File: config.mk
export PLATFORM = sky130hd
export DESIGN_NAME = fxp_pid_ctrl
export DESIGN_NICKNAME = d
export VERILOG_FILES = /design/src/rtl/fxp_pid_pkg.sv /design/src/rtl/pid_prescaler.sv /design/src/rtl/pid_integrator.sv /design/src/rtl/pid_deriv.sv /design/src/rtl/pid_out_stage.sv /design/src/rtl/fxp_pid_ctrl.sv
export SDC_FILE = /design/constraint.sdc
export NUM_CORES = 2
export LEC_CHECK = 0
export ABC_AREA = 1
export BUFFER_PORTS_ARGS = -buffer_cell sky130_fd_sc_hd__buf_4
export CAP_MARGIN = 25
export CORE_MARGIN = 2
export CORE_UTILIZATION = 65
export DETAILED_ROUTE_END_ITERATION = 6
export PLACE_DENSITY = 0.83
export SLEW_MARGIN = 40
export SYNTH_ARGS = -nofsm -noshare
export SYNTH_HDL_FRONTEND = slang
export SYNTH_SLANG_ARGS = --single-unit
File: constraint.sdc
create_clock -name clk -period 34.4 [get_ports clk]
set_input_delay 0 -clock clk [delete_from_list [all_inputs] [get_ports clk]]
set_output_delay 0 -clock clk [all_outputs]
set_load 0.1 [all_outputs]
File: src/rtl/fxp_pid_pkg.sv
// Shared sizing for the sampled PID controller.
// Assumes 16-bit signed samples and Q8.8 gains; sums carry 40 bits.
package fxp_pid_pkg;
    localparam int PID_IN_W   = 16;
    localparam int PID_GAIN_W = 16;
    localparam int PID_FRAC_W = 8;
    localparam int PID_SUM_W  = 40;
    localparam int PID_LIM_W  = 24;
    localparam int PID_SH_W   = 4;
    localparam int PID_DIV_W  = 16;
endpackage

File: src/rtl/pid_prescaler.sv
// Sample-strobe generator: pulses stb for one cycle every div_cfg cycles.
// Assumes div_cfg may change at any time; a value of 0 acts as 1.
module pid_prescaler #(
    parameter int DIV_W = 16
) (
    input  logic             clk,
    input  logic             rst_n,
    input  logic [DIV_W-1:0] div_cfg,
    output logic             stb
);
    logic [DIV_W-1:0] cnt_q;
    logic [DIV_W-1:0] eff_div;
    logic             wrap;

    // Effective period and the end-of-period condition.
    always_comb begin
        eff_div = (div_cfg == '0) ? DIV_W'(1) : div_cfg;
        wrap    = (cnt_q >= eff_div - DIV_W'(1));
    end

    // Count cycles and emit the registered strobe at each wrap.
    always_ff @(posedge clk) begin
        if (!rst_n) begin
            cnt_q <= '0;
            stb   <= 1'b0;
        end else if (wrap) begin
            cnt_q <= '0;
            stb   <= 1'b1;
        end else begin
            cnt_q <= cnt_q + DIV_W'(1);
            stb   <= 1'b0;
        end
    end

    // with a period above one the strobe never lasts two cycles.
    p_stb_single_r1: assert property (@(posedge clk) disable iff (!rst_n)
        (stb && eff_div > DIV_W'(1)) |=> !stb);
endmodule

File: src/rtl/pid_integrator.sv
// Integral path: adds (ki*err) >>> (FRAC+shift) on each enable and
// clamps the accumulator to +/- lim. acc_next is the post-update value
// for use in the same cycle. Assumes lim is an unsigned magnitude.
module pid_integrator #(
    parameter int ERR_W  = 17,
    parameter int GAIN_W = 16,
    parameter int FRAC_W = 8,
    parameter int SH_W   = 4,
    parameter int LIM_W  = 24,
    parameter int SUM_W  = 40
) (
    input  logic                    clk,
    input  logic                    rst_n,
    input  logic                    en,
    input  logic signed [ERR_W-1:0] err,
    input  logic signed [GAIN_W-1:0] ki,
    input  logic [SH_W-1:0]         shift,
    input  logic [LIM_W-1:0]        lim,
    output logic signed [SUM_W-1:0] acc_next
);
    logic signed [SUM_W-1:0] acc_q, prod, incr, raw, lim_pos, lim_neg;

    // Scaled increment, raw sum and symmetric clamp.
    always_comb begin
        prod    = SUM_W'(ki) * SUM_W'(err);
        incr    = prod >>> (FRAC_W + int'(shift));
        raw     = acc_q + incr;
        lim_pos = $signed({{(SUM_W-LIM_W){1'b0}}, lim});
        lim_neg = -lim_pos;
        if (raw > lim_pos)      acc_next = lim_pos;
        else if (raw < lim_neg) acc_next = lim_neg;
        else                    acc_next = raw;
    end

    // Accumulator register, written only on sample strobes.
    always_ff @(posedge clk) begin
        if (!rst_n)  acc_q <= '0;
        else if (en) acc_q <= acc_next;
    end

    // after an update the stored value lies within the limit in force.
    p_acc_bounded_r4: assert property (@(posedge clk) disable iff (!rst_n)
        en |=> (acc_q <= $past(lim_pos)) && (acc_q >= $past(lim_neg)));
    // without a strobe the accumulator holds.
    p_acc_hold_r3: assert property (@(posedge clk) disable iff (!rst_n)
        !en |=> $stable(acc_q));
endmodule

File: src/rtl/pid_deriv.sv
// Derivative path: kd times the change in error since the last strobe,
// rescaled from Q8.8. Assumes err is valid whenever en is high.
module pid_deriv #(
    parameter int ERR_W  = 17,
    parameter int GAIN_W = 16,
    parameter int FRAC_W = 8,
    parameter int SUM_W  = 40
) (
    input  logic                     clk,
    input  logic                     rst_n,
    input  logic                     en,
    input  logic signed [ERR_W-1:0]  err,
    input  logic signed [GAIN_W-1:0] kd,
    output logic signed [SUM_W-1:0]  d_term
);
    logic signed [ERR_W-1:0] prev_q;
    logic signed [SUM_W-1:0] delta;

    // Error difference and scaled product.
    always_comb begin
        delta  = SUM_W'(err) - SUM_W'(prev_q);
        d_term = (SUM_W'(kd) * delta) >>> FRAC_W;
    end

    // Keep the error seen at the last strobe.
    always_ff @(posedge clk) begin
        if (!rst_n)  prev_q <= '0;
        else if (en) prev_q <= err;
    end

    // the stored error changes only on strobes, and then to the sampled error.
    p_prev_hold_r5: assert property (@(posedge clk) disable iff (!rst_n)
        !en |=> $stable(prev_q));
    p_prev_load_r5: assert property (@(posedge clk) disable iff (!rst_n)
        en |=> prev_q == $past(err));
endmodule

File: src/rtl/pid_out_stage.sv
// Output stage: sums P, I and D, saturates (upper bound tested first)
// and registers the result with a one-cycle valid pulse.
module pid_out_stage #(
    parameter int OUT_W = 16,
    parameter int SUM_W = 40
) (
    input  logic                    clk,
    input  logic                    rst_n,
    input  logic                    en,
    input  logic signed [SUM_W-1:0] p_term,
    input  logic signed [SUM_W-1:0] i_term,
    input  logic signed [SUM_W-1:0] d_term,
    input  logic signed [OUT_W-1:0] out_hi,
    input  logic signed [OUT_W-1:0] out_lo,
    output logic signed [OUT_W-1:0] ctrl_out,
    output logic                    out_valid
);
    logic signed [SUM_W-1:0] total;
    logic signed [OUT_W-1:0] sat_val;

    // Sum and saturate.
    always_comb begin
        total = p_term + i_term + d_term;
        if (total > SUM_W'(out_hi))      sat_val = out_hi;
        else if (total < SUM_W'(out_lo)) sat_val = out_lo;
        else                             sat_val = OUT_W'(total);
    end

    // Register the output and flag each fresh result.
    always_ff @(posedge clk) begin
        if (!rst_n) begin
            ctrl_out  <= '0;
            out_valid <= 1'b0;
        end else begin
            out_valid <= en;
            if (en) ctrl_out <= sat_val;
        end
    end

    // valid follows the strobe by one cycle.
    p_valid_after_stb_r7: assert property (@(posedge clk) disable iff (!rst_n)
        en |=> out_valid);
    p_valid_only_stb_r7: assert property (@(posedge clk) disable iff (!rst_n)
        !en |=> !out_valid);
    p_out_hold_r7: assert property (@(posedge clk) disable iff (!rst_n)
        !en |=> $stable(ctrl_out));
    // with an ordered window the output stays inside it.
    p_out_window_r6: assert property (@(posedge clk) disable iff (!rst_n)
        (en && out_lo <= out_hi) |=> (ctrl_out <= $past(out_hi)) && (ctrl_out >= $past(out_lo)));
endmodule

File: src/rtl/fxp_pid_ctrl.sv
// Top level of the sampled fixed-point PID controller.
// Assumes all configuration inputs are quasi-static relative to the
// sample period; setpoint and measure are sampled on the strobe cycle.
module fxp_pid_ctrl
    import fxp_pid_pkg::*;
#(
    parameter int IN_W   = PID_IN_W,
    parameter int GAIN_W = PID_GAIN_W,
    parameter int FRAC_W = PID_FRAC_W,
    parameter int SUM_W  = PID_SUM_W,
    parameter int LIM_W  = PID_LIM_W,
    parameter int SH_W   = PID_SH_W,
    parameter int DIV_W  = PID_DIV_W,
    parameter int OUT_W  = PID_IN_W
) (
    input  logic                     clk,
    input  logic                     rst_n,
    input  logic [DIV_W-1:0]         div_cfg,
    input  logic signed [GAIN_W-1:0] kp,
    input  logic signed [GAIN_W-1:0] ki,
    input  logic signed [GAIN_W-1:0] kd,
    input  logic [SH_W-1:0]          ki_shift,
    input  logic [LIM_W-1:0]         int_lim,
    input  logic signed [OUT_W-1:0]  out_hi,
    input  logic signed [OUT_W-1:0]  out_lo,
    input  logic signed [IN_W-1:0]   setpoint,
    input  logic signed [IN_W-1:0]   measure,
    output logic signed [OUT_W-1:0]  ctrl_out,
    output logic                     out_valid
);
    localparam int ERR_W = IN_W + 1;

    logic                    samp_stb;
    logic signed [ERR_W-1:0] err;
    logic signed [SUM_W-1:0] p_term, i_term, d_term;

    // Widened error and proportional term.
    always_comb begin
        err    = ERR_W'(setpoint) - ERR_W'(measure);
        p_term = (SUM_W'(kp) * SUM_W'(err)) >>> FRAC_W;
    end

    pid_prescaler #(.DIV_W(DIV_W)) u_presc (
        .clk(clk), .rst_n(rst_n), .div_cfg(div_cfg), .stb(samp_stb)
    );

    pid_integrator #(
        .ERR_W(ERR_W), .GAIN_W(GAIN_W), .FRAC_W(FRAC_W),
        .SH_W(SH_W), .LIM_W(LIM_W), .SUM_W(SUM_W)
    ) u_integ (
        .clk(clk), .rst_n(rst_n), .en(samp_stb), .err(err), .ki(ki),
        .shift(ki_shift), .lim(int_lim), .acc_next(i_term)
    );

    pid_deriv #(
        .ERR_W(ERR_W), .GAIN_W(GAIN_W), .FRAC_W(FRAC_W), .SUM_W(SUM_W)
    ) u_deriv (
        .clk(clk), .rst_n(rst_n), .en(samp_stb), .err(err), .kd(kd),
        .d_term(d_term)
    );

    pid_out_stage #(.OUT_W(OUT_W), .SUM_W(SUM_W)) u_out (
        .clk(clk), .rst_n(rst_n), .en(samp_stb), .p_term(p_term),
        .i_term(i_term), .d_term(d_term), .out_hi(out_hi), .out_lo(out_lo),
        .ctrl_out(ctrl_out), .out_valid(out_valid)
    );

    // the cycle after reset is asserted the output is cleared.
    p_reset_clear_r8: assert property (@(posedge clk)
        !rst_n |=> (ctrl_out == '0) && !out_valid);
endmodule

-- After elaboration in Yosys (flattened, before gate mapping)
Index checks and enable logic that the tools add are counted.
- shift operators: 1
- multiplexer cells: 6
- bitwise logic cells: 1
- multiply operators: 3
- $lt $le $gt $ge: 5
- add/sub/neg operators: 9
- reduce and logical (&&, ||, !) cells: 2
- operators by type and width (kind ; number):
    $mux 40 ; 2
    $mul 16x17->33 ; 2
    $mux 16 ; 3
    $add 25x40->40 ; 1
    $add 40x32->40 ; 1
    $add 40x40->40 ; 1
    $gt 40x16->1 ; 1
    $gt 40x25->1 ; 1
    $lt 40x16->1 ; 1
    $lt 40x40->1 ; 1
    $neg 24->40 ; 1
    $sshr 40x32->40 ; 1
    $mul 16x18->34 ; 1
    $sub 17x17->18 ; 1
    $sub 16x16->17 ; 1
    $add 16x1->16 const B ; 1
    $ge 16x16->1 ; 1
    $logic_not 16->1 ; 1
    $sub 16x1->16 const B ; 1
    $add 4x4->5 const A ; 1
    $reduce_or 2->1 ; 1
    $mux 1 ; 1
    $not 1->1 ; 1
- input bits: 158
- output and inout port bits: 17
- word-level logic and storage cells: 33
- bits in registers: 91

-- Depth between registers and ports, before layout
- word-level depth: 12
- gate-level depth with buffers: 112
- gate-level depth less buffers: 110

-- Hierarchy
A second synthesis with hierarchy kept.
- cells, all modules: 7423
- area total of the unflattened synthesis: 51877.3 sq um
- by module, submodules not included (module ; times used ; sequential area each (sq um) ; area an instance (sq um) ; cells each):
    pid_integrator ; 1 ; 800.8 ; 19311.0 ; 2939
    pid_deriv ; 1 ; 340.3 ; 13050.0 ; 1737
    fxp_pid_ctrl ; 1 ; 0.0 ; 11787.6 ; 1601
    pid_out_stage ; 1 ; 340.3 ; 6173.4 ; 928
    pid_prescaler ; 1 ; 340.3 ; 1555.2 ; 218

-- Worst setup path before layout
OpenSTA, ideal clock, no wires.
- path type: input port to flip-flop
- start point: input setpoint[0]
- end point: register u_out.ctrl_out[10]
- data arrival time: 15.203 ns
- required time: 34.329 ns
- stages on the path: 87
- setup time: 0.071 ns
- path slack: 19.126 ns
- cell sequence: inv_1 -> ha_1 -> fa_1 -> nand3b_1 -> and2_1 -> inv_2 -> a31oi_1 -> or2_1 -> nand2_1 -> a21oi_1 -> o21ai_0 -> or2_2 -> nand2_1 -> clkbuf_1 -> nor2_1 -> fa_1 -> fa_1 -> fa_1 -> [... 51 more ...] -> o21ai_0 -> nand3_1 -> o2111ai_1 -> a21oi_1 -> xnor2_1 -> ha_1 -> inv_1 -> nor4_1 -> inv_1 -> nor2_1 -> nand3_1 -> nand3_1 -> xnor2_1 -> nand2_1 -> inv_1 -> clkbuf_1 -> a21oi_1 -> a21oi_1
- word-level cells in the longest chain between the ends: 12
- elaborated cells on any way between the ends: 17
- classes of those cells: 5 x add/sub; 3 x mul; 4 x order compare; 1 x shift; 4 x mux
- ends and longest elaborated chain (what ; line ; RTL):
    start, declared ; fxp_pid_ctrl.sv:26 ; input logic signed [IN_W-1:0] setpoint,
    $sub 16x16->17 * ; fxp_pid_ctrl.sv:39 ; err = ERR_W'(setpoint) - ERR_W'(measure);
    $mul 16x17->33 ; pid_integrator.sv:25 ; prod = SUM_W'(ki) * SUM_W'(err);
    $sshr 40x32->40 ; pid_integrator.sv:26 ; incr = prod >>> (FRAC_W + int'(shift));
    $add 40x40->40 ; pid_integrator.sv:27 ; raw = acc_q + incr;
    $lt 40x40->1 ; pid_integrator.sv:31 ; else if (raw < lim_neg) acc_next = lim_neg;
    $mux 40 ; pid_integrator.sv:31 ;
    $mux 40 ; pid_integrator.sv:30 ; if (raw > lim_pos) acc_next = lim_pos;
    $add 25x40->40 ; pid_out_stage.sv:23 ; total = p_term + i_term + d_term;
    $add 40x32->40 * ; pid_out_stage.sv:23 ;
    $lt 40x16->1 ; pid_out_stage.sv:25 ; else if (total < SUM_W'(out_lo)) sat_val = out_lo;
    $mux 16 ; pid_out_stage.sv:25 ;
    $mux 16 * ; pid_out_stage.sv:24 ; if (total > SUM_W'(out_hi)) sat_val = out_hi;
    end signal, assigned ; pid_out_stage.sv:36 ; if (en) ctrl_out <= sat_val;
    end, declared ; pid_out_stage.sv:15 ; output logic signed [OUT_W-1:0] ctrl_out,
Mark *: on every way between the ends. The rest lies on a longest branch, timed or not.
A chain may end at the register's enable or synchronous reset.

-- Worst setup path after layout
- start point: input setpoint[2]
- end point: register u_out.ctrl_out[2]
The elaborated chain is that of the path after synthesis.

==> flow_summary_export.csv <==
group,metric,value,unit
sta,post-route-period-util,0.576,
route,first_iter_violations,4252,
grt,met3_usage,0.0941,
final_layout,layout-area-overhead-vs-synth,5.00,%
cts,clock-sinks,91,
place,io_buffer_count,174,
route,postRouteAntennaNets,0,
setup_path,worst-path-stages,99,
setup_path,worstPathRequired,34.70,ns
setup_path,cell_count_of_the_worst_reg_to_reg_path,58,
min_path,hp-start,"int_lim[22]",
setup_path,r2r_slack,20.55,ns
synthesis,netlist_area,48400,sq um
grt,grt_overflow_total,0,
grt,via_count_of_the_first_global_routing_pass,45250,
run,drv_cap,0,
setup_path,critical_path.max_fanout,24,
route,drc,0,
synthesis,synth_top_area_cell,"sky130_fd_sc_hd__fa_1",
synthesis,synthCells,6525,
route,drt-vias-per-instance,5.84,
sta,setup_viol,0,
grt,maximum_number_of_pins_on_one_net_before_global_route_repair,100,
final_layout,final_layout_size_suffix_gt1_frac,0.0526,
setup_path,critical_path.top_delay_family,"simple AND/OR/NAND/NOR gates",
synthesis,synth.yosys.seq_area_share,0.0376,
setup_path,path_class,"in2reg",
cts,clk_pin_slew,0.07,ns
synthesis,synth.lib_cells_used.distinct,66,
setup_path,critPathMaxStageDelay,0.58,ns
grt,grt.met1_usage,0.536,
sta,final_period_minus_worst_setup_slack,19.82,ns
cts,cts_tree,"done",
setup_path,worstReg2RegStart,"u_deriv.prev_q[6]$_SDFFE_PN0P_",
synthesis,synth_async_sr_flop_share,0,
place,place.gp.congestion,1.07,
cts,cts_resized,0,
cts,clock_insertion_delay_worst_skew,0.38,ns
route,drt_wl_total,151,mm
route,drt_pass1_iterations,7,
cts,cts_buffers,9,
synthesis,yosys_register_bits,91,
route,vias,44046,
floorplanning,rows,100,
setup_path,critPathCaptureType,"flip-flop",
floorplanning,initial_utilization,0.654,
final_layout,fin_nets,8129,
sta,slew_violations,0,
sta,slew_headroom,0.372,
floorplanning,dieArea,76700,sq um
grt,grt_resource_usage_total,0.404,
grt,initial_antenna_violation_count,0,
sta,grt_setup_unrepaired,"no",
floorplanning,die_w,277,um
grt,grt_first_pass_wirelength,242,mm
place,detailed_place_hpwl,129,mm
floorplanning,placeableCoreArea,74100,sq um
setup_path,cp_num_buf_inv,12,
setup_path,worstReg2RegEnd,"u_out.ctrl_out[2]$_SDFFE_PN0P_",
synthesis,avgSynthCellArea,7.42,sq um
setup_path,start_kind,"input port",
synthesis,synth-warning-count,0,
route,avgRoutedWirePerCell,20.0,um
sta,fmax,50.4,MHz
sta,whs,0.0197,ns
cts,cts-root-to-sink-buffers,2,
synthesis,synthDominantCellAreaShare,0.364,
cts,clock_tree.root_cell,"sky130_fd_sc_hd__clkbuf_16",
setup_path,critPathCapture,"u_out.ctrl_out[2]$_SDFFE_PN0P_",
cts,ctsHtreeMaxLevel,3,
grt,grt-busiest-layer,"met2",
grt,global_route.usage.met2,0.628,
setup_path,timing.critical_path.slowest_stage_cell,"sky130_fd_sc_hd__o21ai_0",
sta,report.final.hold_viol_count,0,
cts,cts_setup_buffers,0,
sta,worstMarginPinSlew,0.940,ns
floorplanning,pin_count,175,
floorplanning,chipHeight,277,um
setup_path,arrival,20.12,ns
sta,setup-tns-final,0,ns
synthesis,synth_area_leaders,"sky130_fd_sc_hd__fa_1 (36%), sky130_fd_sc_hd__ha_1 (13%), sky130_fd_sc_hd__inv_1 (12%)",
min_path,worst_hold_path_type,"in2reg",
sta,clock-skew-final,0.0126,ns
synthesis,synth_fp_nets,8080,
synthesis,synthFlopType,"sky130_fd_sc_hd__dfxtp_1",
final_layout,antenna-diode-count,0,
run_status,outcome,"completed",
setup_path,timing.critical_path.mode_cell,"sky130_fd_sc_hd__nand2_1",
setup_path,worst_setup_path_startpoint,"setpoint[2]",
synthesis,count_of_flip_flops_with_a_built_in_enable_after_synthesis,0,
## synth_stat cells, types with 4 or more instances
cell type / number
sky130_fd_sc_hd__o21a_1: 14
sky130_fd_sc_hd__o21bai_1: 21
sky130_fd_sc_hd__a21oi_1: 364
sky130_fd_sc_hd__inv_1: 1491
sky130_fd_sc_hd__a21o_1: 29
sky130_fd_sc_hd__a31oi_1: 23
sky130_fd_sc_hd__o21ai_1: 6
sky130_fd_sc_hd__a21boi_0: 4
sky130_fd_sc_hd__nand3_2: 21
sky130_fd_sc_hd__inv_2: 6
sky130_fd_sc_hd__clkinv_1: 20
sky130_fd_sc_hd__buf_4: 4
sky130_fd_sc_hd__nand2_1: 1193
sky130_fd_sc_hd__o31ai_1: 4
sky130_fd_sc_hd__buf_2: 12
sky130_fd_sc_hd__nor2_1: 653
sky130_fd_sc_hd__a221oi_1: 6
sky130_fd_sc_hd__a211oi_1: 9
sky130_fd_sc_hd__xor2_1: 111
sky130_fd_sc_hd__o21ai_0: 195
sky130_fd_sc_hd__xnor2_1: 89
sky130_fd_sc_hd__ha_1: 515
sky130_fd_sc_hd__buf_6: 4
sky130_fd_sc_hd__nor3_2: 5
sky130_fd_sc_hd__or2_2: 27
sky130_fd_sc_hd__nand4_1: 45
sky130_fd_sc_hd__clkbuf_1: 140
sky130_fd_sc_hd__a21oi_2: 8
sky130_fd_sc_hd__fa_1: 882
sky130_fd_sc_hd__nor3_1: 46
sky130_fd_sc_hd__nand2_2: 31
sky130_fd_sc_hd__nor4_1: 19
sky130_fd_sc_hd__and2_1: 25
sky130_fd_sc_hd__o2111ai_1: 6
sky130_fd_sc_hd__nand3_1: 312
sky130_fd_sc_hd__nand3b_1: 8
sky130_fd_sc_hd__buf_1: 14
sky130_fd_sc_hd__dfxtp_1: 91
sky130_fd_sc_hd__o211ai_1: 29
## cell families (layout without fill, tap and decap cells)
family	count (synthesis)	count (layout)	share of synthesized area
buffers and inverters	1698	1752	0.134
adder cells (fa/ha/maj)	1397	1397	0.498
multiplexers	1	1	0.000207
AO/OA/AOI/OAI	731	731	0.0846
AND/OR/NAND/NOR	2407	2407	0.210
flip-flops	91	91	0.0376
XOR/XNOR	200	200	0.0362
## worst register-to-register path, delay by kind of cell, from the launching register on
| kind | cells | cell delay (ns) |
|---|---|---|
| adder cells (fa/ha/maj) | 11 | 4.87 |
| AND/OR/NAND/NOR | 19 | 3.55 |
| AO/OA/AOI/OAI | 17 | 3.27 |
| buffers and inverters | 8 | 1.39 |
| XOR/XNOR | 3 | 0.37 |
| flip-flops | 1 | 0.34 |
## per-stage QoR
stage               cells  instance area, sq um  setup WS (ns)   util
CTS                  7548                 50900          14.91  0.687
floorplan            6525                 48400          19.13      -
detailed placement   7515                 50400          14.56  0.680
global placement     7515                 50400          14.69  0.680
finish               7548                 50900          14.58  0.687
global route         7548                 50900          13.33  0.687
## what timing repair did
| action | 4_1_cts | 5_1_grt |
|---|---|---|
| setup endpoints to repair | 0 | 0 |
| endpoints found under the hold margin | 17 | 0 |
| hold buffers | 17 | 0 |
## final cells by class
class	count	area, sq um
clock buffers	10	229
clock inverters	6	53.8
fillers	6341	23200
inverters	1520	5720
multi-input cells	4736	40200
flip-flops and latches	91	1830
well taps	969	1210
repair buffers	216	1670
## worst min-delay path by stage
stage | cells after the start | slack, ns | end
final | 5 | 0.02 | u_integ.acc_q[22]$_SDFFE_PN0P_
after global routing | 5 | 0.03 | u_integ.acc_q[7]$_SDFFE_PN0P_
after CTS | 5 | 0.0007 | u_integ.acc_q[7]$_SDFFE_PN0P_
after detailed placement | 3 | 0.33 | u_out.ctrl_out[12]$_SDFFE_PN0P_
after global placement | 3 | 0.32 | u_out.ctrl_out[12]$_SDFFE_PN0P_
after floorplan | 2 | 0.18 | u_out.ctrl_out[10]$_SDFFE_PN0P_
## cells in the final DEF (no fill, tap or decap), types with 40 or more instances in the layout
master and count:
sky130_fd_sc_hd__inv_1 1489, sky130_fd_sc_hd__nand4_1 45, sky130_fd_sc_hd__buf_4 198, sky130_fd_sc_hd__ha_1 514
sky130_fd_sc_hd__nand2_2 40, sky130_fd_sc_hd__nor2_1 653, sky130_fd_sc_hd__nand2_1 1184, sky130_fd_sc_hd__a21oi_1 364
sky130_fd_sc_hd__fa_1 882, sky130_fd_sc_hd__o21ai_0 195, sky130_fd_sc_hd__xnor2_1 88, sky130_fd_sc_hd__nand3_1 312
sky130_fd_sc_hd__xor2_1 111, sky130_fd_sc_hd__dfxtp_1 90, sky130_fd_sc_hd__nor3_1 46
## sequential cells by signal, summed over array words and instances, names as in the netlist
register	cells
u_integ.acc_q	40
u_out.out_valid	1
u_deriv.prev_q	17
u_presc.cnt_q	16
u_presc.stb	1
u_out.ctrl_out	16
## metal layers
metal	share of wire	wire (um)
met3	0.11	17200
met4	0.058	8770
met1	0.39	58800
met5	0	0
met2	0.44	65900
Power is not shown: default switching activity piles up to over one toggle a cycle in this logic, so the estimate is an artifact.
